## config.mk

```make
export PLATFORM = sky130hd
export DESIGN_NAME = cbu_branch_unit
export DESIGN_NICKNAME = d
export VERILOG_FILES = /design/src/rtl/cbu_pkg.sv /design/src/rtl/cbu_operand_latch.sv /design/src/rtl/cbu_relation_eval.sv /design/src/rtl/cbu_target_calc.sv /design/src/rtl/cbu_branch_unit.sv
export SDC_FILE = /design/constraint.sdc
export NUM_CORES = 1
export LEC_CHECK = 0
export BUFFER_PORTS_ARGS = -buffer_cell sky130_fd_sc_hd__buf_2
export CORE_ASPECT_RATIO = 1.4
export CORE_MARGIN = 1
export CORE_UTILIZATION = 25
export CTS_CLUSTER_DIAMETER = 150
export DETAILED_ROUTE_END_ITERATION = 8
export GPL_TIMING_DRIVEN = 1
export HOLD_SLACK_MARGIN = 0.06
export PLACE_DENSITY = 0.49
export SLEW_MARGIN = 25
export SYNTH_ARGS = -nofsm -noshare
export SYNTH_HDL_FRONTEND = slang
export SYNTH_HIERARCHICAL = 1
export SYNTH_SLANG_ARGS = --single-unit
```

## constraint.sdc

```tcl
create_clock -name clk -period 4.72 [get_ports clk]
set_input_delay 0.472 -clock clk [delete_from_list [all_inputs] [get_ports clk]]
set_output_delay 0.472 -clock clk [all_outputs]
set_load 0.01 [all_outputs]
```

## src/rtl/cbu_pkg.sv

```systemverilog
package cbu_pkg;

    // relation selector values; their encoding is decoded directly
    typedef enum logic [3:0] {
        REL_EQ  = 4'h0,
        REL_NE  = 4'h1,
        REL_SLT = 4'h2,
        REL_SGT = 4'h3,
        REL_ULT = 4'h4,
        REL_UGT = 4'h5,
        REL_SGE = 4'h6,
        REL_SLE = 4'h7,
        REL_UGE = 4'h8,
        REL_ULE = 4'h9
    } rel_e;

    localparam logic [3:0] REL_LAST = 4'h9;

    typedef struct packed {
        logic taken;
        logic illegal;
    } verdict_t;

    function automatic logic rel_defined(input logic [3:0] code);
        return code <= REL_LAST;
    endfunction

endpackage

```

## src/rtl/cbu_operand_latch.sv

```systemverilog
module cbu_operand_latch #(
    parameter int DATA_W = 32
) (
    input  logic                   clk,
    input  logic                   rst,
    input  logic                   load,
    input  logic [1:0][DATA_W-1:0] din,
    output logic [1:0][DATA_W-1:0] eff
);
    localparam int N_OPS = 2;

    logic [N_OPS-1:0][DATA_W-1:0] held;

    for (genvar i = 0; i < N_OPS; i++) begin : g_op
        always_ff @(posedge clk) begin
            if (rst)
                held[i] <= '0;
            else if (load)
                held[i] <= din[i];
        end
        // compare-first: a same-cycle load is visible to the evaluator
        assign eff[i] = load ? din[i] : held[i];
    end
endmodule

```

## src/rtl/cbu_relation_eval.sv

```systemverilog
module cbu_relation_eval
    import cbu_pkg::*;
#(
    parameter int DATA_W = 32
) (
    input  logic [3:0]        code,
    input  logic [DATA_W-1:0] opa,
    input  logic [DATA_W-1:0] opb,
    output verdict_t          verdict
);
    logic eq, lt_u, lt_s;

    always_comb begin
        eq   = (opa == opb);
        lt_u = (opa < opb);
        lt_s = ($signed(opa) < $signed(opb));
    end

    always_comb begin
        verdict.illegal = !rel_defined(code);
        unique case (code)
            REL_EQ:  verdict.taken = eq;
            REL_NE:  verdict.taken = !eq;
            REL_SLT: verdict.taken = lt_s;
            REL_SGT: verdict.taken = !lt_s && !eq;
            REL_SGE: verdict.taken = !lt_s;
            REL_SLE: verdict.taken = lt_s || eq;
            REL_ULT: verdict.taken = lt_u;
            REL_UGT: verdict.taken = !lt_u && !eq;
            REL_UGE: verdict.taken = !lt_u;
            REL_ULE: verdict.taken = lt_u || eq;
            default: verdict.taken = 1'b0;
        endcase
    end
endmodule

```

## src/rtl/cbu_target_calc.sv

```systemverilog
module cbu_target_calc
    import cbu_pkg::*;
#(
    parameter int PC_W  = 32,
    parameter int OFF_W = 10
) (
    input  logic [PC_W-1:0]  pc,
    input  logic [OFF_W-1:0] offset,
    input  verdict_t         verdict,
    output logic [PC_W-1:0]  next_pc
);
    localparam int           EXT_W = PC_W - OFF_W - 1;
    localparam logic [PC_W-1:0] INSN_BYTES = PC_W'(2);

    logic [PC_W-1:0] fall_through;
    logic [PC_W-1:0] disp;

    always_comb begin
        fall_through = pc + INSN_BYTES;
        disp         = {{EXT_W{offset[OFF_W-1]}}, offset, 1'b0};
        if (verdict.illegal)
            next_pc = pc;
        else if (verdict.taken)
            next_pc = fall_through + disp;
        else
            next_pc = fall_through;
    end
endmodule

```

## src/rtl/cbu_branch_unit.sv

```systemverilog
module cbu_branch_unit
    import cbu_pkg::*;
#(
    parameter int DATA_W = 32,
    parameter int PC_W   = 32,
    parameter int OFF_W  = 10
) (
    input  logic              clk,
    input  logic              rst,
    input  logic              cmp_en,
    input  logic [DATA_W-1:0] cmp_lhs,
    input  logic [DATA_W-1:0] cmp_rhs,
    input  logic              br_en,
    input  logic [3:0]        br_cond,
    input  logic [OFF_W-1:0]  br_offset,
    input  logic [PC_W-1:0]   cur_pc,
    output logic              res_valid,
    output logic              res_taken,
    output logic              res_illegal,
    output logic [PC_W-1:0]   res_next_pc
);
    logic [1:0][DATA_W-1:0] ops;
    verdict_t               verdict;
    logic [PC_W-1:0]        npc;

    cbu_operand_latch #(.DATA_W(DATA_W)) u_ops (
        .clk  (clk),
        .rst  (rst),
        .load (cmp_en),
        .din  ({cmp_rhs, cmp_lhs}),
        .eff  (ops)
    );

    cbu_relation_eval #(.DATA_W(DATA_W)) u_rel (
        .code    (br_cond),
        .opa     (ops[0]),
        .opb     (ops[1]),
        .verdict (verdict)
    );

    cbu_target_calc #(.PC_W(PC_W), .OFF_W(OFF_W)) u_tgt (
        .pc      (cur_pc),
        .offset  (br_offset),
        .verdict (verdict),
        .next_pc (npc)
    );

    always_ff @(posedge clk) begin
        if (rst) begin
            res_valid   <= 1'b0;
            res_taken   <= 1'b0;
            res_illegal <= 1'b0;
            res_next_pc <= '0;
        end else begin
            res_valid <= br_en;
            if (br_en) begin
                res_taken   <= verdict.taken;
                res_illegal <= verdict.illegal;
                res_next_pc <= npc;
            end else begin
                res_taken   <= 1'b0;
                res_illegal <= 1'b0;
            end
        end
    end
endmodule

```

==> results of run 1 <==
routing by layer:
layer  track usage (%)  share of wire (%)
met1              15.9                 41
met2              27.4                 51
met3              3.03                3.8
met4              7.32                3.9
met5                 0              0.068
stage by stage:
step	util (%)	power [µW]	worst slack, ns
finish	30.0	2690	0.385
CTS	30.0	2740	0.402
detailed placement	29.1	1940	0.00801
global placement	29.1	1940	0.0385
floorplan	-	1630	0.680
global route	30.0	2870	0.166
power groups by stage:
stage / logic [µW] / clock network [µW] / registers [µW]
finish: 994 / 769 / 922
global route: 1100 / 840 / 929
CTS: 1000 / 810 / 924
detailed placement: 996 / 0 / 943
global placement: 994 / 0 / 942
floorplan: 674 / 0 / 954
flip-flops by register name, summed over array words and instances, names as in the netlist:
name	cells
res_illegal	1
res_next_pc	32
res_taken	1
res_valid	1
u_ops/held	64
worst max-delay path, stage by stage:
cell and delay [ns]:
buf_2 0.15, and4_1 0.41, and3_2 0.24, and2_0 0.29, and3_1 0.25, nand3_1 0.12, xnor2_1 0.16, ha_1 0.37
and3_1 0.22, nand4_1 0.09, or3_1 0.40, a211oi_1 0.38, nor2_1 0.14, o311ai_1 0.36, mux2i_1 0.26, xnor2_1 0.08
mux2i_1 0.12, nor2_1 0.05
area by class of cell:
type / count / area share (%)
inverters: 53 / 2.04
clock inverters: 4 / 0.526
flip-flops and latches: 99 / 20.3
clock buffers: 10 / 2.45
multi-input cells: 753 / 59.1
well taps: 440 / 5.65
repair buffers: 172 / 9.91
synthesized netlist by cell type, drive strengths merged, types with 4 or more instances:
library cell,count
or4,4
a22oi,5
o21a,5
or3,8
o21bai,6
o211ai,6
nor2b,72
nand2b,4
nor2,76
xor2,16
clkbuf,24
mux2,64
a31oi,10
nand2,47
and2,5
a21oi,65
nand3,26
nor3,23
dfxtp,99
or2,6
a211oi,6
inv,52
a221o,6
nor4,11
o21ai,40
o22ai,4
and3,12
buf,25
a21o,21
mux2i,39
ha,71
xnor2,33
nand4,24
kinds of logic (layout without fill, tap and decap cells):
family / count (synthesis) / count (layout)
adder cells (fa/ha/maj): 72 / 72
multiplexers: 103 / 103
XOR/XNOR: 49 / 49
AND/OR/NAND/NOR: 330 / 330
flip-flops: 99 / 99
buffers and inverters: 103 / 239
AO/OA/AOI/OAI: 199 / 199
final timing paths:
check,end
setup / recovery,res_next_pc[31]$_SDFFE_PP0P_
hold / removal,res_next_pc[0]$_SDFFE_PP0P_
setup reg to reg,res_next_pc[20]$_SDFFE_PP0P_
hold reg to reg,res_next_pc[28]$_SDFFE_PP0P_
==> summary.txt, run 1 <==
Status
  – Status: complete, no violations

Run
  – Max Cap Viol: 0

Min path
  – Hold path start: cur_pc[0]
  – Worst hold path depth: 3
  – Worst min-delay path class: in -> reg

Setup path
  – CP max FO: 7
  – Reg2Reg Launch Point: u_ops/held[19]$_SDFF_PP0_
  – Crit path required time: 4.95 ns
  – CP endpoint kind: flip-flop
  – Startpoint types: input pin
  – Reg2Reg Setup Slack: 0.85 ns
  – WP data arrival: 4.57 ns
  – Reg2reg path depth: 15
  – Kind of critical path: in -> reg
  – CP startpoint: cur_pc[3]

Power
  – Static leakage: ~0.0045 µW
  – Max VDD drop: between 0.1 and 0.15 mV
  – Sequential Power Share: about a third
  – Combinational Power Share: 37.0%
  – Sw frac: about a third
  – Int Pwr: about 1800 µW
  – Sw Pwr: 924 µW
  – Pwr/cell area: 276 nW/µm²
  – Clock power frac: roughly 29%

Timing
  – Fin crit share: 91.8%
  – Slew headroom: 51.2%
  – Final setup vio count: 0
  – Setup TNS: 0 ns
  – RSZ-0062 raised after global routing: no
  – Hold Fails Final Rpt: 0
  – Min Hold Slack: roughly 0.34 ns
  – F_max: 0.231 GHz
  – Pins Over Slew Limit: 0
  – Clock Skew: 0.0107 ns
  – Worst-margin pin slew: around 0.73 ns
  – Min Tclk post-route: roughly 4.3 ns

Cells and area
  – Fill cell count: 3495
  – Area of the multi-input gates: 5760 µm²
  – Final Cell Area: 9740 µm²
  – Most frequent cells in the layout: buf_2 (145), dfxtp_1 (99), nor2_1 (76)
  – Nets@finish: 1274
  – Final std cells w/o fill: 1531
  – Synthesis-to-finish area growth: 17.7%
  – Register Area: roughly 2000 µm²
  – ANT cells: 0
  – Layout cells sized above 1: 25.1%
  – Commonest non-fill, non-tap cell in the layout: buf_2

Clock tree
  – Clock Tree Buf Depth: 2
  – Hold Buf Count CTS: 0
  – TritonCTS Buffers: 9
  – Htree depth: 3
  – CTS tree: done
  – Setup Fix Bufs, Post-CTS: 0
  – Root Driver: clkbuf_16
  – Clock transition at path regs: around 0.070 ns
  – Sink Count: 99
  – Clk_lat worst skew: 0.36 ns
  – Cts repair resizes: 0

Synthesis
  – Top cell type's share of synthesized area: around a quarter
  – Synthesized instance count: 955
  – Yosys Warn Count: 6
  – Post-synthesis simple-gate area fraction: 21.6%
  – Synth unique cells: 78
  – Largest cells by area after synthesis: dfxtp_1 (24%), mux2_4 (11%), ha_1 (11%), nor2b_1 (5.3%), mux2i_1 (4.7%)
  – Post-synth top area cell: dfxtp_1
  – Synth Area in Compound Gates: 15.4%
  – Number of synthesized flops with an enable pin: 0
  – Largest family of logic cells by synthesized area: simple AND/OR/NAND/NOR gates
  – Post-synthesis mux area share: 16.1%
  – Synth Area per Inst: 8.67 µm²
  – Syn_nets: approximately 1.1k
  – Ys async rst share: 0%
  – Synth Area in Adders: between 10 and 15%
  – Cell Area, Synth: between 8000 and 9000 µm²
  – Top FF cell, synth: dfxtp_1
  – Xor/xnor share of the synthesized area: 5.18%
  – Sequential area share after synthesis: 23.9%
  – Synth Register Bits: between 90 and 100

Detailed routing
  – Vias/cell: 4.75
  – Routed len/inst: 16.3 µm
  – First-pass DRT Iterations: 5
  – Vias post-DR: 7270
  – Drt initial violations: 330
  – Post-DRT Antenna Nets: 0
  – Routed wire length: roughly 25000 µm
  – DRC: 0

GRT
  – Vias in the first global route: 7307
  – Initial antenna violation count: 1
  – Aggregate global-route resource usage: 14.9%
  – Largest net degree at the start of global routing: 52
  – Wire length of the first global-routing pass: 38500 µm
  – Grt ovf: 0

Floorplanning
  – Core footprint: 32500 µm²
  – I/O pins: 149
  – Initial core utilization: between 20% and 30%
  – DIE AREA: between 30000 and 40000 µm²
  – Site Rows: 78
  – Die H: 217 µm
  – DIE WIDTH: 156 µm

Placed design
  – GP Congestion: between 0.8 and 0.9
  – Post-Place Cell Area: approximately 9500 µm²
  – I/O Buffers: 148
  – Placed instance count: 1517
  – HPWL after DPL: 19500 µm
Note: power is estimated with default switching activity, not from simulation.
==> run 2: changes to the inputs <==
Clock period 4.72 ns to 4.5 ns, I/O delays scaled along.
==> summary.txt, run 2 (synthesized netlist as in run 1, its figures left out) <==
Timing
  – Hold Fails Final Rpt: 0 (unchanged)
  – Min Tclk post-route: roughly 4 ns
  – RSZ-0062 raised after global routing: no
  – Fin crit share: 90.8%
  – Pins Over Slew Limit: 0 (unchanged)
  – F_max: 0.245 GHz
  – Clock Skew: 0.0103 ns (-0.000409 ns)
  – Worst-margin pin slew: 0.702 ns (-0.0292 ns)
  – Min Hold Slack: 0.312 ns (-0.0325 ns)
  – Final setup vio count: 0 (unchanged)
  – Setup TNS: 0 ns (unchanged)
  – Slew headroom: 53.2% (+2.0 points)

Setup path
  – Reg2Reg Launch Point: u_ops/held[19]$_SDFF_PP0_
  – CP max FO: 16 (+9)
  – Kind of critical path: in -> reg
  – Startpoint types: input pin
  – Critical path endpoint: res_next_pc[30]$_SDFFE_PP0P_
  – CP top delay family: compound AO/OA/AOI/OAI gates
  – Reg2Reg Setup Slack: 0.59 ns (-0.26 ns)
  – Critical path depth in cells: 17 (-1)
  – Worst Path Buf+Inv: 4 (+3)
  – CP endpoint kind: flip-flop
  – Reg2reg path depth: 15 (unchanged)
  – FF-to-FF End: res_next_pc[30]$_SDFFE_PP0P_
  – Crit path largest cell delay: 0.47 ns (+0.06 ns)
  – Crit path required time: 4.82 ns (-0.13 ns)
  – Crit path cell chain: buf_4 -> buf_12 -> mux2_4 -> ha_1 -> a21oi_2 -> o21ai_1 -> a221o_1 -> a2111o_1 -> o211a_1 -> o211ai_4 -> clkinv_1 -> nor2_1 -> buf_4 -> nand3b_1 -> o211ai_1 -> mux2i_1 -> nor2_1
  – WP data arrival: 4.41 ns (-0.16 ns)
  – CP max-delay cell: a2111o_1
  – CP startpoint: cmp_en

Cells and area
  – Most frequent cells in the layout: buf_2 (145), dfxtp_1 (99), nor2_1 (76)
  – Layout cells sized above 1: 26.7% (+1.6 points)
  – ANT cells: 0 (unchanged)
  – Fill cell count: 3486 (-0.26%)
  – Commonest non-fill, non-tap cell in the layout: buf_2
  – Largest Register: u_ops/held
  – Nets@finish: 1296 (+1.7%)
  – Top flop regs: u_ops/held (64), res_next_pc (32)
  – Final core occ: 30.6% (+0.64 points)
  – Max reg flops: 64 (unchanged)
  – Synthesis-to-finish area growth: 20.2%

Run
  – Max Cap Viol: 0 (unchanged)

Floorplanning
  – Initial core utilization: 25.5% (unchanged)
  – Die H: 217 µm (unchanged)
  – Site Rows: 78 (unchanged)
  – I/O pins: 149 (unchanged)
  – DIE WIDTH: 156 µm (unchanged)
  – DIE AREA: 33900 µm² (unchanged)
  – Core footprint: 32500 µm² (unchanged)

Detailed routing
  – Routed len/inst: 16.2 µm (-0.29%)
  – Routed wire length: 25200 µm (+1.3%)
  – Post-DRT Antenna Nets: 0 (unchanged)
  – Vias/cell: 4.70 (-0.92%)
  – Vias post-DR: 7316 (+0.63%)
  – DRC: 0 (unchanged)
  – Drt initial violations: 348 (+5.5%)
  – First-pass DRT Iterations: 5 (unchanged)

Clock tree
  – Setup Fix Bufs, Post-CTS: 0 (unchanged)
  – Hold Buf Count CTS: 0 (unchanged)
  – Clock Tree Buf Depth: 2 (unchanged)
  – CTS tree: done
  – Clock transition at path regs: 0.08 ns (about the same)
  – Clk_lat worst skew: 0.38 ns (+0.02 ns)
  – Sink Count: 99 (unchanged)
  – TritonCTS Buffers: 9 (unchanged)
  – Cts repair resizes: 0 (unchanged)
  – Root Driver: clkbuf_16
  – Htree depth: 3 (unchanged)

Placed design
  – GP Congestion: 0.869 (+1.5%)
  – HPWL after DPL: 19800 µm (+1.2%)
  – I/O Buffers: 148 (unchanged)

Min path
  – Worst min-delay path class: in -> reg

GRT
  – Largest net degree at the start of global routing: 54 (+3.8%)
  – Initial antenna violation count: 1 (unchanged)
  – Grt ovf: 0 (unchanged)
  – Wire length of the first global-routing pass: 39300 µm (+2.0%)
  – Vias in the first global route: 7223 (-1.1%)
  – Aggregate global-route resource usage: 15.1% (+0.23 points)

Power
  – Pwr/cell area: 294 nW/µm² (+6.6%)
  – Max VDD drop: 0.187 mV (+31%)
  – Static leakage: 0.00458 µW (+2.8%)

Status
  – Status: complete, no violations
## run 2: worst reg2reg max path, delay by kind of cell (launching register included)
kind | cells | cell delay, ns
adders and majority gates | 1 | 0.34
buffers and inverters | 2 | 0.47
AOI/OAI and AO/OA | 7 | 1.81
DFF | 1 | 0.30
muxes | 2 | 0.39
and+or+nand+nor | 3 | 0.56
## run 2: routing by layer
layer	GRT usage, %	vias to the layer above	wire length [µm]
li1	-	3716	-
met1	16.8	3385	10300
met2	27.8	177	13100
met3	2.79	36	1100
met4	6.57	2	726
met5	0	-	17
## run 2: worst min path at each step
stage / slack (ns) / startpoint / to / cells after the start
after global routing: 0.31 / cur_pc[0] / res_next_pc[0]$_SDFFE_PP0P_ / 3
final: 0.31 / cur_pc[0] / res_next_pc[0]$_SDFFE_PP0P_ / 3
after global placement: 0.47 / res_next_pc[16]$_SDFFE_PP0P_ / res_next_pc[16]$_SDFFE_PP0P_ / 2
after detailed placement: 0.48 / res_next_pc[14]$_SDFFE_PP0P_ / res_next_pc[14]$_SDFFE_PP0P_ / 2
after floorplan: 0.53 / res_next_pc[28]$_SDFFE_PP0P_ / res_next_pc[28]$_SDFFE_PP0P_ / 2
after CTS: 0.29 / cur_pc[0] / res_next_pc[0]$_SDFFE_PP0P_ / 3
## run 2: cell type report
cell class                      count  area [µm²]  area share [%]
Clock buffer                       10         229            2.30
Clock inverter                      6        96.3           0.968
Inverter                           53         199            2.00
Multi-Input combinational cell    753        5760            57.9
Sequential cell                    99        1980            19.9
Tap cell                          440         551            5.53
Timing Repair Buffer              194        1130            11.4
## run 2: power breakdown
part	leakage (µW)	total [µW]	internal, µW	switching (µW)
sequential	0.000817	970	943	26.6
clock	0.000156	893	496	397
combinational	0.00361	1060	478	583
## run 2: through the flow
stage               total power [µW]  instance area, µm²  setup slack, ns  instances
detailed placement              2050                9620          -0.0302       1539
floorplan                       1710                8280            0.482        955
CTS                             2980                9940            0.366       1555
global placement                2050                9620          -0.0568       1539
finish                          2920                9950            0.413       1555
global route                    3110                9950            0.116       1555
==> run 3: changes to the inputs <==
Settings changed: MAX_ROUTING_LAYER set to met4.
==> summary.txt, run 3 (synthesized netlist as in run 1, its figures left out) <==
Status
  – Status: complete, no violations

Setup path
  – CP max FO: 7 (-9)
  – Crit path cell chain: buf_2 -> and4_1 -> buf_4 -> nand3_4 -> or4_4 -> or3_4 -> nor3_2 -> xor2_1 -> ha_1 -> a21o_1 -> a21o_1 -> a21oi_1 -> nand3_1 -> or3_1 -> o311ai_1 -> mux2i_1 -> xnor2_1 -> mux2i_1 -> nor2_1
  – Crit path largest cell delay: 0.59 ns (+0.12 ns)
  – Worst Path Buf+Inv: 2 (-2)
  – Reg2Reg Launch Point: u_ops/held[19]$_SDFF_PP0_
  – Crit path required time: 4.74 ns (-0.08 ns)
  – CP top delay family: simple AND/OR/NAND/NOR gates
  – Startpoint types: input pin
  – CP max-delay cell: or4_4
  – CP endpoint kind: flip-flop
  – Kind of critical path: in -> reg
  – WP data arrival: 4.31 ns (-0.10 ns)
  – CP startpoint: cur_pc[6]

Power
  – Sw Pwr: 987 µW (-2.0%)
  – Clock power frac: 27.5% (-3.0 points)
  – Static leakage: 0.00465 µW (+1.5%)
  – Combinational Power Share: 38.3% (+2.0 points)
  – Sequential Power Share: 34.2% (+1.0 points)
  – Int Pwr: 1850 µW (-3.5%)
  – Max VDD drop: 0.145 mV (-22%)
  – Pwr/cell area: 282 nW/µm² (-4.0%)
  – Sw frac: 34.8% (+0.36 points)

GRT
  – Initial antenna violation count: 1 (unchanged)
  – Vias in the first global route: 7394 (+2.4%)
  – Wire length of the first global-routing pass: 39200 µm (-0.10%)
  – Largest net degree at the start of global routing: 51 (-5.6%)
  – Aggregate global-route resource usage: 15.6% (+0.43 points)
  – Grt ovf: 0 (unchanged)

Timing
  – Fin crit share: 90.5% (-0.30 points)
  – Min Hold Slack: 0.332 ns (+0.0202 ns)
  – Min Tclk post-route: 4.07 ns (-0.0134 ns)
  – Worst-margin pin slew: 0.672 ns (-0.0308 ns)
  – Setup TNS: 0 ns (unchanged)
  – F_max: 0.245 GHz (+0.33%)
  – RSZ-0062 raised after global routing: no
  – Slew headroom: 55.2% (+2.1 points)
  – Pins Over Slew Limit: 0 (unchanged)
  – Clock Skew: 0.00967 ns (-0.000618 ns)
  – Final setup vio count: 0 (unchanged)
  – Hold Fails Final Rpt: 0 (unchanged)

Detailed routing
  – Post-DRT Antenna Nets: 0 (unchanged)
  – Vias post-DR: 7415 (+1.4%)
  – Routed len/inst: 15.9 µm (-1.9%)
  – Vias/cell: 4.71 (+0.19%)
  – First-pass DRT Iterations: 5 (unchanged)
  – DRC: 0 (unchanged)
  – Drt initial violations: 319 (-8.3%)
  – Routed wire length: 25000 µm (-0.76%)

Clock tree
  – Sink Count: 99 (unchanged)
  – Setup Fix Bufs, Post-CTS: 0 (unchanged)
  – Root Driver: clkbuf_16
  – Hold Buf Count CTS: 0 (unchanged)
  – CTS tree: done
  – Cts repair resizes: 0 (unchanged)
  – TritonCTS Buffers: 9 (unchanged)
  – Htree depth: 3 (unchanged)
  – Clock transition at path regs: 0.07 ns (about the same)
  – Clock Tree Buf Depth: 2 (unchanged)
  – Clk_lat worst skew: 0.37 ns (about the same)

Cells and area
  – Layout cells sized above 1: 27.8% (+1.1 points)
  – Most frequent cells in the layout: buf_2 (145), dfxtp_1 (99), nor2_1 (76)
  – Commonest non-fill, non-tap cell in the layout: buf_2
  – Synthesis-to-finish area growth: 21.4%
  – Final Cell Area: 10000 µm² (+0.99%)
  – Max reg flops: 64 (unchanged)
  – Fill cell count: 3466 (-0.57%)
  – Final core occ: 30.9% (+0.30 points)
  – Largest Register: u_ops/held
  – Nets@finish: 1313 (+1.3%)
  – Top flop regs: u_ops/held (64), res_next_pc (32)

Placed design
  – HPWL after DPL: 20000 µm (+0.99%)
  – I/O Buffers: 148 (unchanged)
  – GP Congestion: 0.879 (+1.2%)
  – Post-Place Cell Area: 9760 µm² (+1.5%)

Min path
  – Hold path start: cur_pc[0]
  – Worst min-delay path class: in -> reg

Floorplanning
  – Initial core utilization: 25.5% (unchanged)
  – I/O pins: 149 (unchanged)
  – Die H: 217 µm (unchanged)
  – Core footprint: 32500 µm² (unchanged)
  – DIE AREA: 33900 µm² (unchanged)
  – Site Rows: 78 (unchanged)
  – DIE WIDTH: 156 µm (unchanged)

Run
  – Max Cap Viol: 0 (unchanged)
## run 3: cell types whose count changed in the layout (fill, tap and decap cells not counted)
cell | before | now
clkbuf_1 | 1 | 0
buf_4 | 46 | 62
a221oi_1 | 2 | 3
clkinv_4 | 0 | 1
inv_8 | 1 | 0
clkbuf_8 | 0 | 2
diode_2 | 0 | 1
buf_12 | 3 | 4
bufinv_16 | 2 | 0
clkinv_2 | 0 | 2
a221oi_2 | 1 | 0
inv_6 | 2 | 1
## run 3: path summary, 6_finish.rpt
kind / depth (start not counted) / slack [ns] / to
worst min-delay path: 3 / 0.33 / res_next_pc[0]$_SDFFE_PP0P_
worst max-delay path: 19 / 0.43 / res_next_pc[31]$_SDFFE_PP0P_
worst max register to register: 16 / 0.71 / res_next_pc[20]$_SDFFE_PP0P_
worst min register to register: 2 / 0.49 / res_next_pc[15]$_SDFFE_PP0P_
## run 3: power groups by stage
stage | logic (µW) | clock network (µW) | registers (µW)
3_5_place_dp | 1090 | 0 | 991
6_report | 1090 | 779 | 970
5_1_grt | 1200 | 857 | 977
4_1_cts | 1100 | 829 | 971
2_1_floorplan | 707 | 0 | 1000
3_3_place_gp | 1090 | 0 | 990
## run 3: stage by stage
step	std cells	setup slack, ns	total power, µW
6_report	1573	0.426	2840
5_1_grt	1573	0.150	3040
4_1_cts	1572	0.453	2900
3_5_place_dp	1556	0.0563	2080
3_3_place_gp	1556	0.0321	2080
2_1_floorplan	955	0.482	1710
## run 3: worst register-to-register path: stages, from the launching register on
cell	delay, ns
dfxtp_1	0.30
mux2_4	0.27
ha_1	0.34
a21oi_2	0.14
o21ai_1	0.09
a221o_1	0.35
a2111o_1	0.47
o211a_1	0.26
o211ai_4	0.30
buf_4	0.24
buf_4	0.20
a31oi_1	0.10
o22ai_1	0.18
a21oi_1	0.07
buf_4	0.17
mux2i_1	0.13
nor2_1	0.05
## run 3: layer usage
metal  up-vias  GRT usage [%]  wire, µm
met4         0           8.63      1110
met2       191           26.9     12700
met5         -              -         0
met1      3414           16.7     10200
met3        46           2.81      1040
li1       3764              -         -
## run 3: cell type report
cell class	count	area, µm²	share of cell area (%)
Tap cell	440	551	5.48
Sequential cell	99	1980	19.7
Inverter	53	199	1.98
Timing Repair Buffer	211	1270	12.6
Clock inverter	5	35.0	0.349
Antenna cell	1	2.50	0.0249
Clock buffer	11	253	2.51
Multi-Input combinational cell	753	5760	57.3
